File: config.mk
export PLATFORM = sky130hd
export DESIGN_NAME = swallowDivider
export DESIGN_NICKNAME = d
export VERILOG_FILES = /design/src/rtl/swallowDivPkg.sv /design/src/rtl/swallowDivLoadCheck.sv /design/src/rtl/swallowDivCtrl.sv /design/src/rtl/swallowDivDatapath.sv /design/src/rtl/swallowDivider.sv
export SDC_FILE = /design/constraint.sdc
export NUM_CORES = 1
export LEC_CHECK = 0
export ABC_CLOCK_PERIOD_IN_PS = 3450
export BUFFER_PORTS_ARGS = -buffer_cell sky130_fd_sc_hd__buf_2
export CORE_ASPECT_RATIO = 1.2
export CORE_MARGIN = 2
export CORE_UTILIZATION = 30
export CTS_BUF_LIST = sky130_fd_sc_hd__clkbuf_4 sky130_fd_sc_hd__clkbuf_8
export DETAILED_ROUTE_END_ITERATION = 8
export GPL_TIMING_DRIVEN = 0
export PLACE_DENSITY_LB_ADDON = 0.08
export SYNTH_ARGS = -nofsm -noshare
export SYNTH_HDL_FRONTEND = slang
export SYNTH_SLANG_ARGS = --single-unit
File: constraint.sdc
create_clock -name clk -period 3.45 [get_ports clk]
set_clock_uncertainty 0.05 [all_clocks]
set_input_delay 0.8625 -clock clk [delete_from_list [all_inputs] [get_ports clk]]
set_output_delay 0.8625 -clock clk [all_outputs]
set_load 0.005 [all_outputs]
File: src/rtl/swallowDivPkg.sv
package swallowDivPkg;

  // Strobes issued by the prescaler control to the counter datapath.
  typedef struct packed {
    logic presWrap;     // prescaler finished one 16- or 17-clock period
    logic swallowStep;  // that period used the long modulus, count it off
    logic cycleEnd;     // last prescaler period of the N-count has finished
  } divStrobes_t;

endpackage

File: src/rtl/swallowDivLoadCheck.sv
module swallowDivLoadCheck #(
  parameter int MAIN_W    = 13,
  parameter int SWAL_W    = 4,
  parameter int MIN_RATIO = 240,
  localparam int RATIO_W  = MAIN_W + SWAL_W
) (
  input  logic               clk,
  input  logic               rstN,
  input  logic [RATIO_W-1:0] ratioWord,
  input  logic               loadStrobe,
  output logic               loadAccept,
  output logic               ratioErr
);

  localparam logic [RATIO_W-1:0] MIN_WORD = RATIO_W'(MIN_RATIO);

  logic [MAIN_W-1:0] mainField;
  logic [MAIN_W-1:0] swalFieldWide;
  logic              wordOk;

  assign mainField     = ratioWord[RATIO_W-1:SWAL_W];
  assign swalFieldWide = {{(MAIN_W-SWAL_W){1'b0}}, ratioWord[SWAL_W-1:0]};

  // a word must reach the minimum, and its swallow count may not exceed
  // its main count, or the 17-clock periods would not fit in the cycle.
  assign wordOk     = (ratioWord >= MIN_WORD) && (swalFieldWide <= mainField);
  assign loadAccept = loadStrobe && wordOk;

  always_ff @(posedge clk or negedge rstN) begin
    if (!rstN) begin
      ratioErr <= 1'b0;
    end else if (loadStrobe) begin
      ratioErr <= !wordOk;
    end
  end

endmodule

File: src/rtl/swallowDivCtrl.sv
module swallowDivCtrl
  import swallowDivPkg::*;
#(
  parameter int SWAL_W  = 4,
  localparam int PRES_MOD = 1 << SWAL_W,
  localparam int PRES_W   = SWAL_W + 1
) (
  input  logic        clk,
  input  logic        rstN,
  input  logic        swallowZero,
  input  logic        mainLast,
  output divStrobes_t strb
);

  localparam logic [PRES_W-1:0] TOP_SHORT = PRES_W'(PRES_MOD - 1);
  localparam logic [PRES_W-1:0] TOP_LONG  = PRES_W'(PRES_MOD);

  logic [PRES_W-1:0] presCnt;
  logic [PRES_W-1:0] presTop;

  // Long modulus while swallow periods remain, short one afterwards.
  assign presTop = swallowZero ? TOP_SHORT : TOP_LONG;

  always_comb begin
    strb.presWrap    = (presCnt == presTop);
    strb.cycleEnd    = strb.presWrap && mainLast;
    strb.swallowStep = strb.presWrap && !swallowZero && !mainLast;
  end

  always_ff @(posedge clk or negedge rstN) begin
    if (!rstN) begin
      presCnt <= '0;
    end else if (strb.presWrap) begin
      presCnt <= '0;
    end else begin
      presCnt <= presCnt + 1'b1;
    end
  end

  // the prescaler never counts past the long modulus.
  a_r2_pres_bound: assert property (@(posedge clk) disable iff (!rstN)
    presCnt <= TOP_LONG);

  // the long modulus is used only while swallow periods remain.
  a_r2_long_needs_swallow: assert property (@(posedge clk) disable iff (!rstN)
    (presCnt == TOP_LONG) |-> !swallowZero);

endmodule

File: src/rtl/swallowDivDatapath.sv
module swallowDivDatapath
  import swallowDivPkg::*;
#(
  parameter int MAIN_W      = 13,
  parameter int SWAL_W      = 4,
  parameter int MIN_RATIO   = 240,
  parameter int RESET_RATIO = 240,
  localparam int RATIO_W    = MAIN_W + SWAL_W
) (
  input  logic               clk,
  input  logic               rstN,
  input  divStrobes_t        strb,
  input  logic               loadAccept,
  input  logic [RATIO_W-1:0] loadWord,
  output logic               swallowZero,
  output logic               mainLast,
  output logic               divPulse,
  output logic               divHalf
);

  localparam logic [RATIO_W-1:0] RESET_WORD = RATIO_W'(RESET_RATIO);
  localparam logic [RATIO_W-1:0] MIN_WORD   = RATIO_W'(MIN_RATIO);
  localparam logic [MAIN_W-1:0]  MAIN_ONE   = MAIN_W'(1);

  logic [RATIO_W-1:0] pendWord;
  logic               pendValid;
  logic [RATIO_W-1:0] activeWord;
  logic [RATIO_W-1:0] nextWord;
  logic [MAIN_W-1:0]  mainCnt;
  logic [SWAL_W-1:0]  swallowCnt;

  assign nextWord    = pendValid ? pendWord : activeWord;
  assign swallowZero = (swallowCnt == '0);
  assign mainLast    = (mainCnt == MAIN_ONE);

  // Parked word: a new acceptance overrides consumption on the same edge.
  always_ff @(posedge clk or negedge rstN) begin
    if (!rstN) begin
      pendWord  <= RESET_WORD;
      pendValid <= 1'b0;
    end else begin
      if (strb.cycleEnd) pendValid <= 1'b0;
      if (loadAccept) begin
        pendWord  <= loadWord;
        pendValid <= 1'b1;
      end
    end
  end

  always_ff @(posedge clk or negedge rstN) begin
    if (!rstN) begin
      activeWord <= RESET_WORD;
      mainCnt    <= RESET_WORD[RATIO_W-1:SWAL_W];
      swallowCnt <= RESET_WORD[SWAL_W-1:0];
      divHalf    <= 1'b0;
      divPulse   <= 1'b0;
    end else begin
      divPulse <= strb.cycleEnd;
      if (strb.cycleEnd) begin
        activeWord <= nextWord;
        mainCnt    <= nextWord[RATIO_W-1:SWAL_W];
        swallowCnt <= nextWord[SWAL_W-1:0];
        divHalf    <= ~divHalf;
      end else if (strb.presWrap) begin
        mainCnt <= mainCnt - 1'b1;
        if (strb.swallowStep) swallowCnt <= swallowCnt - 1'b1;
      end
    end
  end

  // the output pulse lasts one clock.
  a_r3_pulse_single: assert property (@(posedge clk) disable iff (!rstN)
    divPulse |=> !divPulse);

  // the half-rate output flips with every pulse and holds otherwise.
  a_r6_half_toggle: assert property (@(posedge clk) disable iff (!rstN)
    divPulse |-> (divHalf != $past(divHalf)));
  a_r6_half_hold: assert property (@(posedge clk) disable iff (!rstN)
    !divPulse |-> $stable(divHalf));

  // the governing ratio changes only on a cycle boundary.
  a_r4_active_on_boundary: assert property (@(posedge clk) disable iff (!rstN)
    !$stable(activeWord) |-> $past(strb.cycleEnd));

  // no refused word ever becomes the governing ratio.
  a_r5_active_min: assert property (@(posedge clk) disable iff (!rstN)
    activeWord >= MIN_WORD);

  // swallow periods never outnumber the remaining main periods.
  a_r2_swallow_le_main: assert property (@(posedge clk) disable iff (!rstN)
    {{(MAIN_W-SWAL_W){1'b0}}, swallowCnt} <= mainCnt);

  // the main count never reaches zero in a running cycle.
  a_r2_main_nonzero: assert property (@(posedge clk) disable iff (!rstN)
    mainCnt != '0);

endmodule

File: src/rtl/swallowDivider.sv
module swallowDivider
  import swallowDivPkg::*;
#(
  parameter int MAIN_W      = 13,
  parameter int SWAL_W      = 4,
  parameter int MIN_RATIO   = 240,
  parameter int RESET_RATIO = 240,
  localparam int RATIO_W    = MAIN_W + SWAL_W
) (
  input  logic               clk,
  input  logic               rstN,
  input  logic [RATIO_W-1:0] ratioWord,
  input  logic               loadStrobe,
  output logic               divPulse,
  output logic               divHalf,
  output logic               ratioErr
);

  divStrobes_t strb;
  logic        loadAccept;
  logic        swallowZero;
  logic        mainLast;

  swallowDivLoadCheck #(
    .MAIN_W(MAIN_W), .SWAL_W(SWAL_W), .MIN_RATIO(MIN_RATIO)
  ) i_loadCheck (
    .clk(clk), .rstN(rstN), .ratioWord(ratioWord), .loadStrobe(loadStrobe),
    .loadAccept(loadAccept), .ratioErr(ratioErr)
  );

  swallowDivCtrl #(.SWAL_W(SWAL_W)) i_ctrl (
    .clk(clk), .rstN(rstN), .swallowZero(swallowZero), .mainLast(mainLast),
    .strb(strb)
  );

  swallowDivDatapath #(
    .MAIN_W(MAIN_W), .SWAL_W(SWAL_W), .MIN_RATIO(MIN_RATIO),
    .RESET_RATIO(RESET_RATIO)
  ) i_datapath (
    .clk(clk), .rstN(rstN), .strb(strb), .loadAccept(loadAccept),
    .loadWord(ratioWord), .swallowZero(swallowZero), .mainLast(mainLast),
    .divPulse(divPulse), .divHalf(divHalf)
  );

endmodule

Word-level counts from Yosys, hierarchy flattened
Index checks and enable logic that the tools add are counted.
- magnitude comparators: 2
- bitwise logic cells: 1
- equality and inequality tests: 2
- reduce and logical (&&, ||, !) cells: 13
- mux-type cells: 10
- add/sub/neg operators: 3
- operator list (operator ; number):
    13-bit two-way mux ; 2
    17-bit by 8-bit greater-or-equal comparator with 1-bit output (second input constant) ; 1
    17-bit two-way mux ; 1
    13-bit by 1-bit == test with 1-bit output (second input constant) ; 1
    4-bit by 13-bit <= comparator with 1-bit output ; 1
    13-bit by 1-bit subtractor with 13-bit output (second input constant) ; 1
    4-bit two-way mux ; 3
    5-bit two-way mux ; 2
    2-bit nonzero test ; 3
    5-bit by 1-bit adder with 5-bit output (second input constant) ; 1
    5-bit == test ; 1
    1-bit logical AND ; 5
    4-bit logical NOT ; 1
    4-bit by 1-bit subtractor with 4-bit output (second input constant) ; 1
    1-bit logical NOT ; 3
    1-bit two-way mux ; 2
    2-bit AND reduction ; 1
    1-bit inverter ; 1
- bits of input ports: 20
- register bits after elaboration: 60

Depth between registers and ports, before layout
- depth in word-level cells: 8
- mapped depth: 10

Hierarchy
From an unflattened synthesis, not the netlist that was laid out.
- cell total of the unflattened synthesis: 245
- area, all modules: 2969.1 sq um
- modules (own cells, without submodules) (module ; cells an instance ; times used ; area each (sq um) ; seq. area each (sq um)):
    swallowDivDatapath ; 200 ; 1 ; 2526.2 ; 1366.3
    swallowDivCtrl ; 23 ; 1 ; 259.0 ; 125.1
    swallowDivLoadCheck ; 22 ; 1 ; 183.9 ; 25.0

Worst setup path after synthesis
OpenSTA, ideal clock, no wires.
- kind: input to register
- start: input ratioWord[7]
- end: register i_datapath.pendWord[10]
- path buffers: 1
- setup slack: 0.572 ns
- data required time: 3.275 ns
- setup time: 0.125 ns
- data arrival time: 2.704 ns
- stages on the path: 7
- cells stage by stage: inv_1 ha_1 a21oi_1 o21ai_0 a31oi_1 clkbuf_1 mux2_2
- cells in the longest elaborated chain, start to end: 3
- elaborated cells between the ends (all ways): 4
- those cells by class: order compare: 2; reduce/logical: 2
- RTL lines (element ; RTL line ; RTL):
    from (decl) ; swallowDivider.sv:12 ; input logic [RATIO_W-1:0] ratioWord,
    17-bit by 8-bit greater-or-equal comparator with 1-bit output or 4-bit by 13-bit <= comparator with 1-bit output (tied branches) ; swallowDivLoadCheck.sv:26 ; assign wordOk = (ratioWord >= MIN_WORD) && (swalFieldWide <= mainField);
    1-bit logical AND * ; swallowDivLoadCheck.sv:26 ;
    1-bit logical AND * ; swallowDivLoadCheck.sv:27 ; assign loadAccept = loadStrobe && wordOk;
    to (signal assigned) ; swallowDivDatapath.sv:44 ; pendWord <= loadWord;
    to (decl) ; swallowDivDatapath.sv:25 ; logic [RATIO_W-1:0] pendWord;
Mark *: on every way between the ends. The rest lies on a longest branch, timed or not.
A chain may end at the register's enable or synchronous reset.

Final worst setup path
- start: input ratioWord[7]
- end: register i_datapath.pendWord[12]
The elaborated chain is that of the path after synthesis.

==> run summary <==
hold wc startpoint - i_datapath.divHalf
switch share - 23.2%
vias in the first global route - 2,159
total global-route track usage - 13.8%
Switch Pwr - 343 uW
r2r startpoint - i_datapath.swallowCnt[0]
largest area contributor in the netlist - dfrtp_1
drt pass-1 iters - 4
largest net degree at the start of global routing - 61
main flop type after synthesis - dfrtp_1
RSZ-0062 raised after global routing - no
Final Non-Filler Cells - 417
Max Cap Violations - 0
relative slew slack - 27.9%
initial antenna violation count - 0
1st-iter DRT viols - 96
final setup vio count - 0
I/O Pins - 23
Yosys reg bits - 60
via density per instance - 4.95
Synth area leaders - dfrtp_1, dfstp_2, mux2_2
sequential-to-total area share from yosys stat - 50.4%
PD cells - 425 mW/mm2
status - completed
H-tree levels - 3
crit end category - flip-flop
Async S/R FF share, synth - 100%
WHS Endpoint - i_datapath.divHalf
share of layout cells above drive strength 1 - 33.3%
max-slew violation count - 0
Worst setup SP type - primary input
Post-synth EDFFs - 0
Root Buffer Master - clkbuf_8
Clk pwr share - 43.9%
Synth top area share - 39.9%
Yosys warnings - 0
core area - 0.00991 mm2
CTS Buf Count - 9
WP data required - 3.63 ns
Reg2Reg Capture Point - i_datapath.activeWord[11]
maximum clock path buffer count - 2
Die Footprint - 0.0109 mm2
Chip Width - 95.4 um
Final Hold Viols - 0
number of diodes - 0
Tightest Pin Transition - 1.08 ns
Initial Util - 30.4%
Worst EP arrival - 3.31 ns
R2R depth - 10
DRC errors left - 0
Worst-Skew Late Latency - 0.34 ns
Port Buffers - 22
Worst Path Class, Setup - primary input to flip-flop
area growth from synthesis to layout - 15.7%
vias - 2,064
number of gates resized after CTS - 0
GPL Wtd Cong - 0.745
worst-path fanout max - 10
Post-CTS Setup Bufs - 0
die height - 114 um
placed cells - 401
nets - 314
CTS sink cnt - 60
Hold Path Depth - 1
Final Critical Period - 3.13 ns
Peak supply drop - 0.000191 V
Detail Route Antenna Nets - 0
DP HPWL - 4470 um
synthesized cell area - 0.00301 mm2
Pleak - 0.00157 uW
period utilization - 90.7%
synthesized instance count - 253
FP Rows - 40
Max Clk Rate - 320 MHz
combinational share of power - 5.7%
Internal - 1140 uW
worst hold path type - flip-flop to flip-flop
GRT Residual Overflow - 0
Flop pwr share - 50.4%
routed length per instance - 15.4 um
first-pass GRT wire length - 11,000 um
flop2flop setup slack - 0.57 ns
final setup TNS - 0 ns
Reg clk slew, reported paths - 0.07 ns
syn_area_per_cell - 11.9 um2
post-synthesis net count - 281
Hold Buf Count CTS - 0
library cells used by synthesis - 48
routed wire length - 6420 um
CTS tree - built
==> per-stage QoR <==
stage                     power (uW)  hold slack [ns]  utilization, %  instance area (um2)  setup WS, ns
after global routing            1560            0.472            35.1                 3480         0.130
after detailed placement         847            0.415            33.1                 3280        -0.101
final                           1480            0.423            35.1                 3480         0.322
after CTS                       1510            0.424            35.1                 3480         0.268
after global placement           845            0.406            33.1                 3280        -0.124
after floorplan                  798            0.399               -                 3010         0.572
==> cell usage after synthesis, drive strengths merged (2+ instances only) <==
| cell type | count |
|---|---|
| a211oi | 2 |
| a21oi | 9 |
| a22oi | 6 |
| a31oi | 3 |
| buf | 6 |
| clkbuf | 5 |
| dfrtp | 48 |
| dfstp | 12 |
| ha | 8 |
| inv | 12 |
| mux2 | 34 |
| mux2i | 15 |
| nand2 | 8 |
| nand3 | 4 |
| nand4 | 3 |
| nor2 | 16 |
| nor2b | 2 |
| nor3 | 7 |
| nor4 | 5 |
| o21a | 2 |
| o21ai | 8 |
| o22a | 6 |
| or2 | 3 |
| or3 | 3 |
| or3b | 2 |
| or4 | 3 |
| xnor2 | 5 |
| xor2 | 2 |
==> power by group through the flow <==
stage	registers (uW)	clock network (uW)	logic (uW)
after floorplan	752	0	45.7
after CTS	746	678	88.3
after global routing	749	716	97.5
final	746	649	84.9
after detailed placement	759	0	88.0
after global placement	758	0	86.7
==> worst max-delay path, stage by stage <==
cell,delay [ns]
buf_2,0.11
inv_1,0.04
ha_1,0.30
a21oi_1,0.13
o21ai_0,0.10
a31oi_1,0.81
clkbuf_1,0.54
mux2_2,0.40
==> area by class of cell <==
class / count / area, um2
sequential: 60 / 1520
buffer: 11 / 52.6
inverter: 12 / 45.0
tap: 126 / 158
clock buffer: 11 / 151
fill: 1019 / 6430
timing repair buffer: 22 / 113
clock inverter: 5 / 50.0
multi-input combinational: 170 / 1400
==> registers in the layout, indices dropped and copies added, names as in the netlist <==
| name | flops |
|---|---|
| i_loadCheck.ratioErr | 1 |
| i_datapath.activeWord | 17 |
| i_datapath.divHalf | 1 |
| i_datapath.pendValid | 1 |
| i_datapath.pendWord | 17 |
| i_datapath.mainCnt | 13 |
| i_ctrl.presCnt | 5 |
| i_datapath.swallowCnt | 4 |
| i_datapath.divPulse | 1 |
==> cell usage in the layout (no fill, tap or decap), drive strengths merged, types with 6 or more instances in the layout <==
cell and instances:
buf 28, a22oi 6, nor3 7, o21ai 8, dfrtp 48, o22a 6, a21oi 9, ha 8
mux2i 15, nand2 8, mux2 34, dfstp 12, clkbuf 16, inv 12, nor2 16
==> kinds of logic after synthesis <==
family          Yosys count  share of synthesized area [%]
compound gates           48                           11.3
buf+inv                  23                           3.24
simple gates             58                           10.8
fa+ha+maj                 8                           3.33
mux                      49                           19.0
flops                    60                           50.4
xor+xnor                  7                           2.04
==> worst max path at each step <==
stage,start,end,slack [ns],cells past startpoint
finish,ratioWord[7],i_datapath.pendWord[12],0.32,8
global route,ratioWord[7],i_datapath.pendWord[9],0.13,8
CTS,ratioWord[7],i_datapath.pendWord[12],0.27,8
detailed placement,ratioWord[7],i_datapath.pendWord[12],-0.10,8
global placement,ratioWord[7],i_datapath.pendWord[12],-0.12,8
floorplan,ratioWord[7],i_datapath.pendWord[10],0.57,7
==> per-layer routing <==
metal  routed length, um  GRT usage (%)  part of all wire [%]
met5                   0              0                     0
met4                 158           7.33                   2.5
met2                2980           20.5                    46
met3                 209           4.36                   3.3
met1                3070           17.9                    48
Note: power is estimated with default switching activity, not from simulation.
